===== src/rtl/dep_pkg.sv =====
package dep_pkg;
    localparam int NPROC_DEF    = 16;
    localparam int SIG_BITS_DEF = 512;
    localparam int ADDR_W_DEF   = 32;

    typedef struct packed {
        logic act;
        logic drain;
    } ctl_t;
endpackage


===== src/rtl/dep_sig_hash.sv =====
module dep_sig_hash #(
    parameter int ADDR_W = 32,
    parameter int SIDX   = 9
) (
    input  logic [ADDR_W-1:0] addr,
    output logic [SIDX-1:0]   h0,
    output logic [SIDX-1:0]   h1
);
    localparam int NCHUNK = (ADDR_W + SIDX - 1) / SIDX;

    logic [NCHUNK*SIDX-1:0] pad;
    logic [SIDX-1:0]        chunk;
    logic [SIDX-1:0]        rot;

    always_comb begin
        pad = '0;
        pad[ADDR_W-1:0] = addr;
        h0 = '0;
        h1 = '0;
        chunk = '0;
        rot = '0;
        for (int k = 0; k < NCHUNK; k++) begin
            chunk = pad[k*SIDX +: SIDX];
            h0 = h0 ^ chunk;
            for (int i = 0; i < SIDX; i++) begin
                rot[(i + 2*k + 1) % SIDX] = chunk[i];
            end
            h1 = h1 ^ rot;
        end
    end
endmodule


===== src/rtl/dep_bank.sv =====
module dep_bank #(
    parameter int NPROC    = 16,
    parameter int SIG_BITS = 512,
    parameter int SIDX     = $clog2(SIG_BITS)
) (
    input  logic             clk,
    input  logic             rst_n,
    input  logic             clr,
    input  logic [NPROC-1:0] prod_set,
    input  logic [NPROC-1:0] cons_set,
    input  logic             ins_vld,
    input  logic [SIDX-1:0]  ins_h0,
    input  logic [SIDX-1:0]  ins_h1,
    input  logic [SIDX-1:0]  qry_h0,
    input  logic [SIDX-1:0]  qry_h1,
    output logic             qry_hit,
    output logic [NPROC-1:0] prod_o,
    output logic [NPROC-1:0] cons_o,
    output logic             empty_o
);
    typedef struct packed {
        logic [NPROC-1:0]    prod;
        logic [NPROC-1:0]    cons;
        logic [SIG_BITS-1:0] sig;
    } bank_t;

    bank_t st_d, st_q;

    always_comb begin
        st_d = st_q;
        if (clr) begin
            st_d = '0;
        end else begin
            st_d.prod = st_q.prod | prod_set;
            st_d.cons = st_q.cons | cons_set;
            if (ins_vld) begin
                st_d.sig[ins_h0] = 1'b1;
                st_d.sig[ins_h1] = 1'b1;
            end
        end
    end

    always_ff @(posedge clk or negedge rst_n) begin
        if (!rst_n) st_q <= '0;
        else        st_q <= st_d;
    end

    assign qry_hit = st_q.sig[qry_h0] & st_q.sig[qry_h1];
    assign prod_o  = st_q.prod;
    assign cons_o  = st_q.cons;
    assign empty_o = (st_q == '0);

    // without a clear no recorded bit ever drops
    a_r4_bits_sticky: assert property (@(posedge clk) disable iff (!rst_n)
        !clr |=> ((st_q & $past(st_q)) == $past(st_q)));

    // an inserted address is a member from the next cycle on
    a_r5_no_false_neg: assert property (@(posedge clk) disable iff (!rst_n)
        (ins_vld && !clr) |=> (st_q.sig[$past(ins_h0)] && st_q.sig[$past(ins_h1)]));
endmodule


===== src/rtl/dep_reg_unit.sv =====
module dep_reg_unit
    import dep_pkg::*;
#(
    parameter int NPROC    = NPROC_DEF,
    parameter int SIG_BITS = SIG_BITS_DEF,
    parameter int ADDR_W   = ADDR_W_DEF,
    localparam int PID_W   = $clog2(NPROC),
    localparam int SIDX    = $clog2(SIG_BITS)
) (
    input  logic              clk,
    input  logic              rst_n,
    input  logic              prod_vld,
    input  logic [PID_W-1:0]  prod_id,
    input  logic              prod_old,
    input  logic              cons_vld,
    input  logic [PID_W-1:0]  cons_id,
    input  logic              cons_old,
    input  logic              wr_vld,
    input  logic [ADDR_W-1:0] wr_addr,
    input  logic [ADDR_W-1:0] q_addr,
    input  logic              q_old,
    output logic              q_hit,
    input  logic              ckpt,
    input  logic              wb_done,
    input  logic              rollback,
    input  logic              rd_sel,
    output logic [NPROC-1:0]  rd_prod,
    output logic [NPROC-1:0]  rd_cons,
    output logic              active_set,
    output logic              draining
);
    localparam int NBANK = 2;

    ctl_t ctl_d, ctl_q;

    logic [SIDX-1:0]  wr_h0, wr_h1, q_h0, q_h1;
    logic [NPROC-1:0] prod_vec, cons_vec;
    logic [NPROC-1:0] prod_w  [NBANK];
    logic [NPROC-1:0] cons_w  [NBANK];
    logic             hit_w   [NBANK];
    logic             empty_w [NBANK];

    dep_sig_hash #(.ADDR_W(ADDR_W), .SIDX(SIDX)) wr_hash_i (
        .addr(wr_addr), .h0(wr_h0), .h1(wr_h1));
    dep_sig_hash #(.ADDR_W(ADDR_W), .SIDX(SIDX)) q_hash_i (
        .addr(q_addr), .h0(q_h0), .h1(q_h1));

    assign prod_vec = NPROC'(1) << prod_id;
    assign cons_vec = NPROC'(1) << cons_id;

    for (genvar b = 0; b < NBANK; b++) begin : g_bank
        logic             is_act, is_ret, clr_b, ins_b;
        logic [NPROC-1:0] pset_b, cset_b;

        assign is_act = (ctl_q.act == 1'(b));
        assign is_ret = ctl_q.drain & ~is_act;
        assign clr_b  = rollback | (wb_done & is_ret);
        assign pset_b = (prod_vld && !rollback && (prod_old ? is_ret : is_act)) ? prod_vec : '0;
        assign cset_b = (cons_vld && !rollback && (cons_old ? is_ret : is_act)) ? cons_vec : '0;
        assign ins_b  = wr_vld & ~rollback & is_act;

        dep_bank #(.NPROC(NPROC), .SIG_BITS(SIG_BITS), .SIDX(SIDX)) bank_i (
            .clk(clk), .rst_n(rst_n), .clr(clr_b),
            .prod_set(pset_b), .cons_set(cset_b),
            .ins_vld(ins_b), .ins_h0(wr_h0), .ins_h1(wr_h1),
            .qry_h0(q_h0), .qry_h1(q_h1), .qry_hit(hit_w[b]),
            .prod_o(prod_w[b]), .cons_o(cons_w[b]), .empty_o(empty_w[b]));
    end

    always_comb begin
        ctl_d = ctl_q;
        if (rollback) begin
            ctl_d.drain = 1'b0;
        end else begin
            if (wb_done) ctl_d.drain = 1'b0;
            if (ckpt && !ctl_d.drain) begin
                ctl_d.act   = ~ctl_q.act;
                ctl_d.drain = 1'b1;
            end
        end
    end

    always_ff @(posedge clk or negedge rst_n) begin
        if (!rst_n) ctl_q <= '0;
        else        ctl_q <= ctl_d;
    end

    assign q_hit      = hit_w[q_old ? ~ctl_q.act : ctl_q.act];
    assign rd_prod    = prod_w[rd_sel];
    assign rd_cons    = cons_w[rd_sel];
    assign active_set = ctl_q.act;
    assign draining   = ctl_q.drain;

    // when nothing drains, the idle bank is fully clean
    a_r6_idle_bank_clean: assert property (@(posedge clk) disable iff (!rst_n)
        !ctl_q.drain |-> empty_w[~ctl_q.act]);

    // a checkpoint during draining leaves the pointer alone
    a_r6_ignored_ckpt: assert property (@(posedge clk) disable iff (!rst_n)
        (ckpt && draining && !wb_done && !rollback) |=> $stable(active_set));

    // writeback completion ends draining unless a new checkpoint starts
    a_r7_done_drops: assert property (@(posedge clk) disable iff (!rst_n)
        (wb_done && !ckpt && !rollback) |=> !draining);

    // rollback empties both banks
    a_r8_rollback_clears: assert property (@(posedge clk) disable iff (!rst_n)
        rollback |=> (empty_w[0] && empty_w[1] && !draining));
endmodule


===== config.mk =====
export PLATFORM = sky130hd
export DESIGN_NAME = dep_reg_unit
export DESIGN_NICKNAME = d
export VERILOG_FILES = /design/src/rtl/dep_pkg.sv /design/src/rtl/dep_sig_hash.sv /design/src/rtl/dep_bank.sv /design/src/rtl/dep_reg_unit.sv
export SDC_FILE = /design/constraint.sdc
export NUM_CORES = 2
export LEC_CHECK = 0
export CELL_PAD_IN_SITES_DETAIL_PLACEMENT = 0
export CELL_PAD_IN_SITES_GLOBAL_PLACEMENT = 1
export CORE_UTILIZATION = 48
export CTS_BUF_LIST = sky130_fd_sc_hd__clkbuf_4 sky130_fd_sc_hd__clkbuf_8
export DETAILED_ROUTE_END_ITERATION = 7
export DONT_BUFFER_PORTS = 1
export MAX_ROUTING_LAYER = met4
export PLACE_DENSITY_LB_ADDON = 0.08
export SLEW_MARGIN = 20
export SYNTH_ARGS = -nofsm -noshare
export SYNTH_HDL_FRONTEND = slang
export SYNTH_SLANG_ARGS = --single-unit
export TNS_END_PERCENT = 1

===== constraint.sdc =====
create_clock -name clk -period 3.04 [get_ports clk]
set_input_delay 0 -clock clk [delete_from_list [all_inputs] [get_ports clk]]
set_output_delay 0 -clock clk [all_outputs]
set_load 0.02 [all_outputs]

; ---- Word level (Yosys, flattened, before mapping)
; Cells that the tools add are included.
[totals]
inputBits = 84
elab_cells = 105
out_inout_bits = 35
regBits = 1090
[op_classes]
n_bitwise = 35
mux = 38
shift = 2
n_reduce_logical = 14
n_lt_le_gt_ge = 8
[op_table]
columns = op, count
row1 = $or A512 B512 Y512, 4
row2 = $mux W544, 2
row3 = $mux W512, 2
row4 = $mux W16, 10
row5 = $xor A9 B9 Y9, 10
row6 = $or A16 B16 Y16, 4
row7 = $lt A9 B10 Y1 const B, 4
row8 = $bmux W1 S9, 4
row9 = $shl A1 B4 Y16 const A, 2
row10 = $demux W1 S9, 2
row11 = $ge A9 B1 Y1 const B, 2
row12 = $mux W1, 18
row13 = $xor A9 B5 Y9, 2
row14 = $and A1 B1 Y1, 9
row15 = $logic_and A1 B1 Y1, 9
row16 = $ge A2 B2 Y1 const B, 2
row17 = $not A1 Y2, 2
row18 = $reduce_bool A2 Y1, 2
row19 = $logic_not A1 Y1, 2
row20 = $not A1 Y1, 2
row21 = $or A1 B1 Y1, 2
row22 = $reduce_and A2 Y1, 1

; ---- Depth between registers and ports, before layout
[depth]
ltp_word = 11
ltp_mapped = 15
mapped_depth_nobuf = 10

; ---- By module
; A second synthesis with hierarchy kept.
[unflattened]
hier_cells = 7641
area_unflattened_um2 = 70054.7
[modules_own_cells]
columns = mod, n_inst, cells_each, seq_area_each_um2, area_each_um2
row1 = dep_bank at g_bank[0].bank_i, 1, 3686, 13613.1, 34152.8
row2 = dep_bank at g_bank[1].bank_i, 1, 3686, 13613.1, 33876.2
row3 = dep_reg_unit, 1, 177, 50.0, 1219.9
row4 = dep_sig_hash, 2, 46, 0.0, 402.9

; ---- Least setup slack after synthesis
; No wires, ideal clock.
[synth_path]
kind = input -> output
start = in q_addr[23]
end = out q_hit
n_path_buf = 3
arrival_time_ps = 3104
stages = 11
slack_ps = -64
required_ps = 3040
path_cell_list = xor2_1 xnor2_1 buf_2 buf_2 buf_2 a211oi_1 a2111oi_1 o211ai_1 a41oi_1 o21ai_1 o32ai_1
[synth_via]
elab_chain_len = 8
elab_cells_between_ends = 17
cone_classes = 11 x mux / 6 x bitwise
[synth_lines]
columns = element, line_no
row1 = "start, declared", dep_reg_unit.sv:20  ; input logic [ADDR_W-1:0] q_addr,
row2 = $xor A9 B9 Y9 (on tied branches), "dep_sig_hash.sv:24, dep_sig_hash.sv:28"
row3 = $xor A9 B5 Y9 or $xor A9 B9 Y9 (tied branches), "dep_sig_hash.sv:24, dep_sig_hash.sv:28"
row4 = $bmux W1 S9, dep_bank.sv:48  ; assign qry_hit = st_q.sig[qry_h0] & st_q.sig[qry_h1];
row5 = $mux W1 (implied by the code), dep_bank.sv:48
row6 = $and A1 B1 Y1, dep_bank.sv:48
row7 = $mux W1 * (3 in a row), dep_reg_unit.sv:88  ; assign q_hit = hit_w[q_old ? ~ctl_q.act : ctl_q.act];
row8 = "end, declared", dep_reg_unit.sv:22  ; output logic q_hit,
; Mark *: on every way between the ends. The rest lies on a longest branch, timed or not. The select of a mux whose other input is x is not followed.

; ---- Worst setup path in the final report
[layout_path]
start = reg g_bank[1].bank_i.st_q[367] (netlist name)
end = out q_hit
[layout_via]
elab_chain_len = 6
elab_cells_between_ends = 8
cone_classes = 7 x mux / 1 x bitwise
[layout_lines]
columns = element, line_no
row1 = "start, declared", dep_bank.sv:27  ; bank_t st_d, st_q;
row2 = "start signal, assigned", dep_bank.sv:45  ; else st_q <= st_d;
row3 = $bmux W1 S9, dep_bank.sv:48
row4 = $mux W1 (implied by the code), dep_bank.sv:48
row5 = $and A1 B1 Y1 *, dep_bank.sv:48
row6 = $mux W1 * (3 in a row), dep_reg_unit.sv:88
; Marks and branches as above.

==> results.toml <==
[run_status]
outcome = "finished with violations"
violations = "hold timing, setup timing"

[floorplan]
dieArea_um2 = 129000
die_y_um = 359
rows = 130
core_area_um2 = 126000
die_w_um = 359
start_util_pct = 48.6
num_io_pins = 119

[cells_and_area]
layout.cells.non_filler = 8424
drive_above_1_share_pct = 25.3
layout_commonest_cell = "nor2_1"
final_cell_mix = "nor2_1, a21oi_1, dfrtp_1"
final_core_util_pct = 58.6
syn_to_final_growth_pct = 20.6
fin_nets = 6676
stdcell_area_um2 = 73900

[place]
gp_congestion = 1.08
dp_cells = 7987
place.port_buffers = 0
hpwl_um = 208000
placed_area_um2 = 68800

[timing]
max_slew_margin_pct = 14.5
timing.final.crit_share_pct = 133
tightest_slew_ns = 1.27
maxClockFrequency_mhz = 248
final_hold_viol_count = 119
fin_skew_ns = 0.0245
rsz0062_at_grt = "yes"
setup_viol = 99
whs_ns = -0.169
drv_slew = 0
period_needed_ns = 4.03
worst_slack_ns = -0.993

[clock_tree]
clk_path_buf_depth = 3
ctsRootBufferMaster = "clkbuf_8"
cts_buffers = 196
cts_sinks = 1090
htree_levels = 4
clk_latency_ns = 0.94
tritoncts = "built"
clkTransAtPathRegs_ns = 0.06

[detailed_routing]
drt-initial-drc-count = 9049
drc_errors = 0
wl_per_cell_um = 36.8
vias_per_cell = 7.14
drt-total-wl_um = 310000
first_pass_iters = 8
vias = 60200
ant_nets = 0

[critical_path]
required_ns = 3.04
startpoint_type = "register"
reg2reg_slack_ns = 0.17
crit_fanout = 3
critPathKind = "register to primary output"
critPathCaptureType = "primary output"
arrival_ns = 4.03

[yosys]
synth_top_area_share_pct = 44.5
async_reset_ff_share_pct = 100
avgSynthCellArea_um2 = 9.99
ys_ff_latch = 1090
yosysWarnings = 0
synth_edf_count = 0
yosys_most_used_dff = "dfrtp_1"
ys_top_cells_by_area = "dfrtp_1, mux4_2, a21oi_1, nor2_1, o22ai_1"
synth_top_area_cell = "dfrtp_1"
ys_seq_area_share_pct = 44.5
synth.distinct_cells = 73
syn_nets = 6219
syn-instance-count = 6135
synth_area_um2 = 61300

[pwr]
max-vdd-ir-drop_v = 0.000492
swShare_pct = 38.5
total_leakage_power_nw = 31.1
clockPowerShare_pct = 33.3
p_int_w = 0.0277
p_seq_share_pct = 32.6
powerDensity_nw_per_um2 = 610
p_sw_w = 0.0173
p_comb_share_pct = 34.1

[flow_run]
cap_viol_max_count = 0

[min_path]
hold_path_class = "input pin to async pin"

[grt]
grt_pass1_wl_um = 438000
grt_overflow = 0
grt_use_total_pct = 49.0
grt_max_degree = 217
antenna_found_initial = 23
grt_pass1_vias = 58100
-- sequential cells by signal (all words and copies together) (netlist names) --
| signal | cells |
|---|---|
| draining | 1 |
| active_set | 1 |
| g_bank.bank_i.cons_o | 32 |
| g_bank.bank_i.prod_o | 32 |
| g_bank.bank_i.st_q | 1024 |
-- power by group through the flow --
stage	sequential, W	clock [W]	combinational (W)
after floorplan	0.0149	0	0.00640
after global placement	0.0149	0	0.0143
after detailed placement	0.0149	0	0.0143
after CTS	0.0147	0.0151	0.0145
after global routing	0.0147	0.0157	0.0153
final	0.0147	0.0150	0.0153
-- per-layer routing --
layer,GRT usage [%],share of wire [%],vias to the layer above
met5,-,0,-
met4,29.8,7.2,0
met3,19.1,15,1168
met2,64.2,41,4974
met1,63.4,37,30300
li1,-,-,23700
-- synth_stat cells, types with 23 or more instances --
master and instances:
nor2_1 1239, a21oi_1 1105, dfrtp_1 1090, o22ai_1 528, mux4_2 441, nand2_1 424, clkbuf_1 362, buf_1 106
mux2i_1 104, nand3_1 77, xnor2_1 68, xor2_1 49, buf_2 43, mux2_2 34, a22oi_1 32, a31oi_1 32
buf_6 32, nor3_1 32, nand4_1 30, buf_4 29, mux4_1 25, a221oi_1 23
-- stage by stage --
step | worst slack (ns) | hold slack (ns) | setup TNS [ns] | total power (W)
2_1_floorplan | 0.0852 | -0.296 | 0 | 0.0213
3_3_place_gp | -1.30 | -0.293 | -105.67 | 0.0292
3_5_place_dp | -0.918 | -0.293 | -37.80 | 0.0293
4_1_cts | -0.846 | -0.181 | -5.03 | 0.0443
5_1_grt | -0.973 | -0.126 | -81.50 | 0.0457
6_report | -0.993 | -0.169 | -7.30 | 0.0451
-- critical path, cell delays in order, from the launching register on --
cell,delay [ns]
dfrtp_1,0.41
mux4_2,0.47
nand2_1,0.08
a21oi_1,0.10
nor4_1,1.02
nor4_2,0.12
buf_4,0.19
nor4b_4,0.16
o21ai_4,0.21
o32ai_4,0.13
buf_6,0.20
-- kinds of logic (layout without fill, tap and decap cells) --
logic type / count (synthesis) / count (layout) / share of synthesized area (%)
AO/OA/AOI/OAI: 1861 / 1861 / 17.3
XOR/XNOR: 126 / 126 / 1.98
buffers and inverters: 586 / 1188 / 4.47
flip-flops: 1090 / 1090 / 44.5
multiplexers: 604 / 604 / 19.6
other: 0 / 37 / 0
AND/OR/NAND/NOR: 1868 / 1868 / 12.1
-- cell type report --
class,count,area (um^2)
Timing Repair Buffer,842,8520
Fill cell,10900,52100
Antenna cell,37,92.6
Multi-Input combinational cell,4459,31800
Tap cell,1650,2060
Clock buffer,305,3870
Sequential cell,1090,27300
Inverter,3,11.3
Clock inverter,38,300
-- final timing paths --
path,startpoint,endpoint,cells after the start
worst max register to register,active_set$_DFFE_PN0P_,g_bank[0].bank_i.prod_o[11]$_DFF_PN0_,7
max in group asynchronous,rst_n,g_bank[0].bank_i.st_q[426]$_DFFE_PN0P_,13
worst min-delay path,rst_n,g_bank[0].bank_i.st_q[43]$_DFFE_PN0P_,8
worst min register to register,g_bank[1].bank_i.prod_o[9]$_DFF_PN0_,g_bank[1].bank_i.prod_o[9]$_DFF_PN0_,2
worst max-delay path,g_bank[1].bank_i.st_q[367]$_DFFE_PN0P_,q_hit,10
min in group clk,prod_old,g_bank[1].bank_i.prod_o[4]$_DFF_PN0_,8
-- repair_timing --
| action | in CTS | in global routing |
|---|---|---|
| setup endpoints to repair | 1 | 181 |
| resized for setup | 17 | 10 |
| hold buffers | 53 | 1 |
| pin swaps | 5 | 0 |
| hold endpoints to repair | 1822 | 122 |
| buffers inserted | 2 | 0 |
Power figures use the tool's default switching activity.
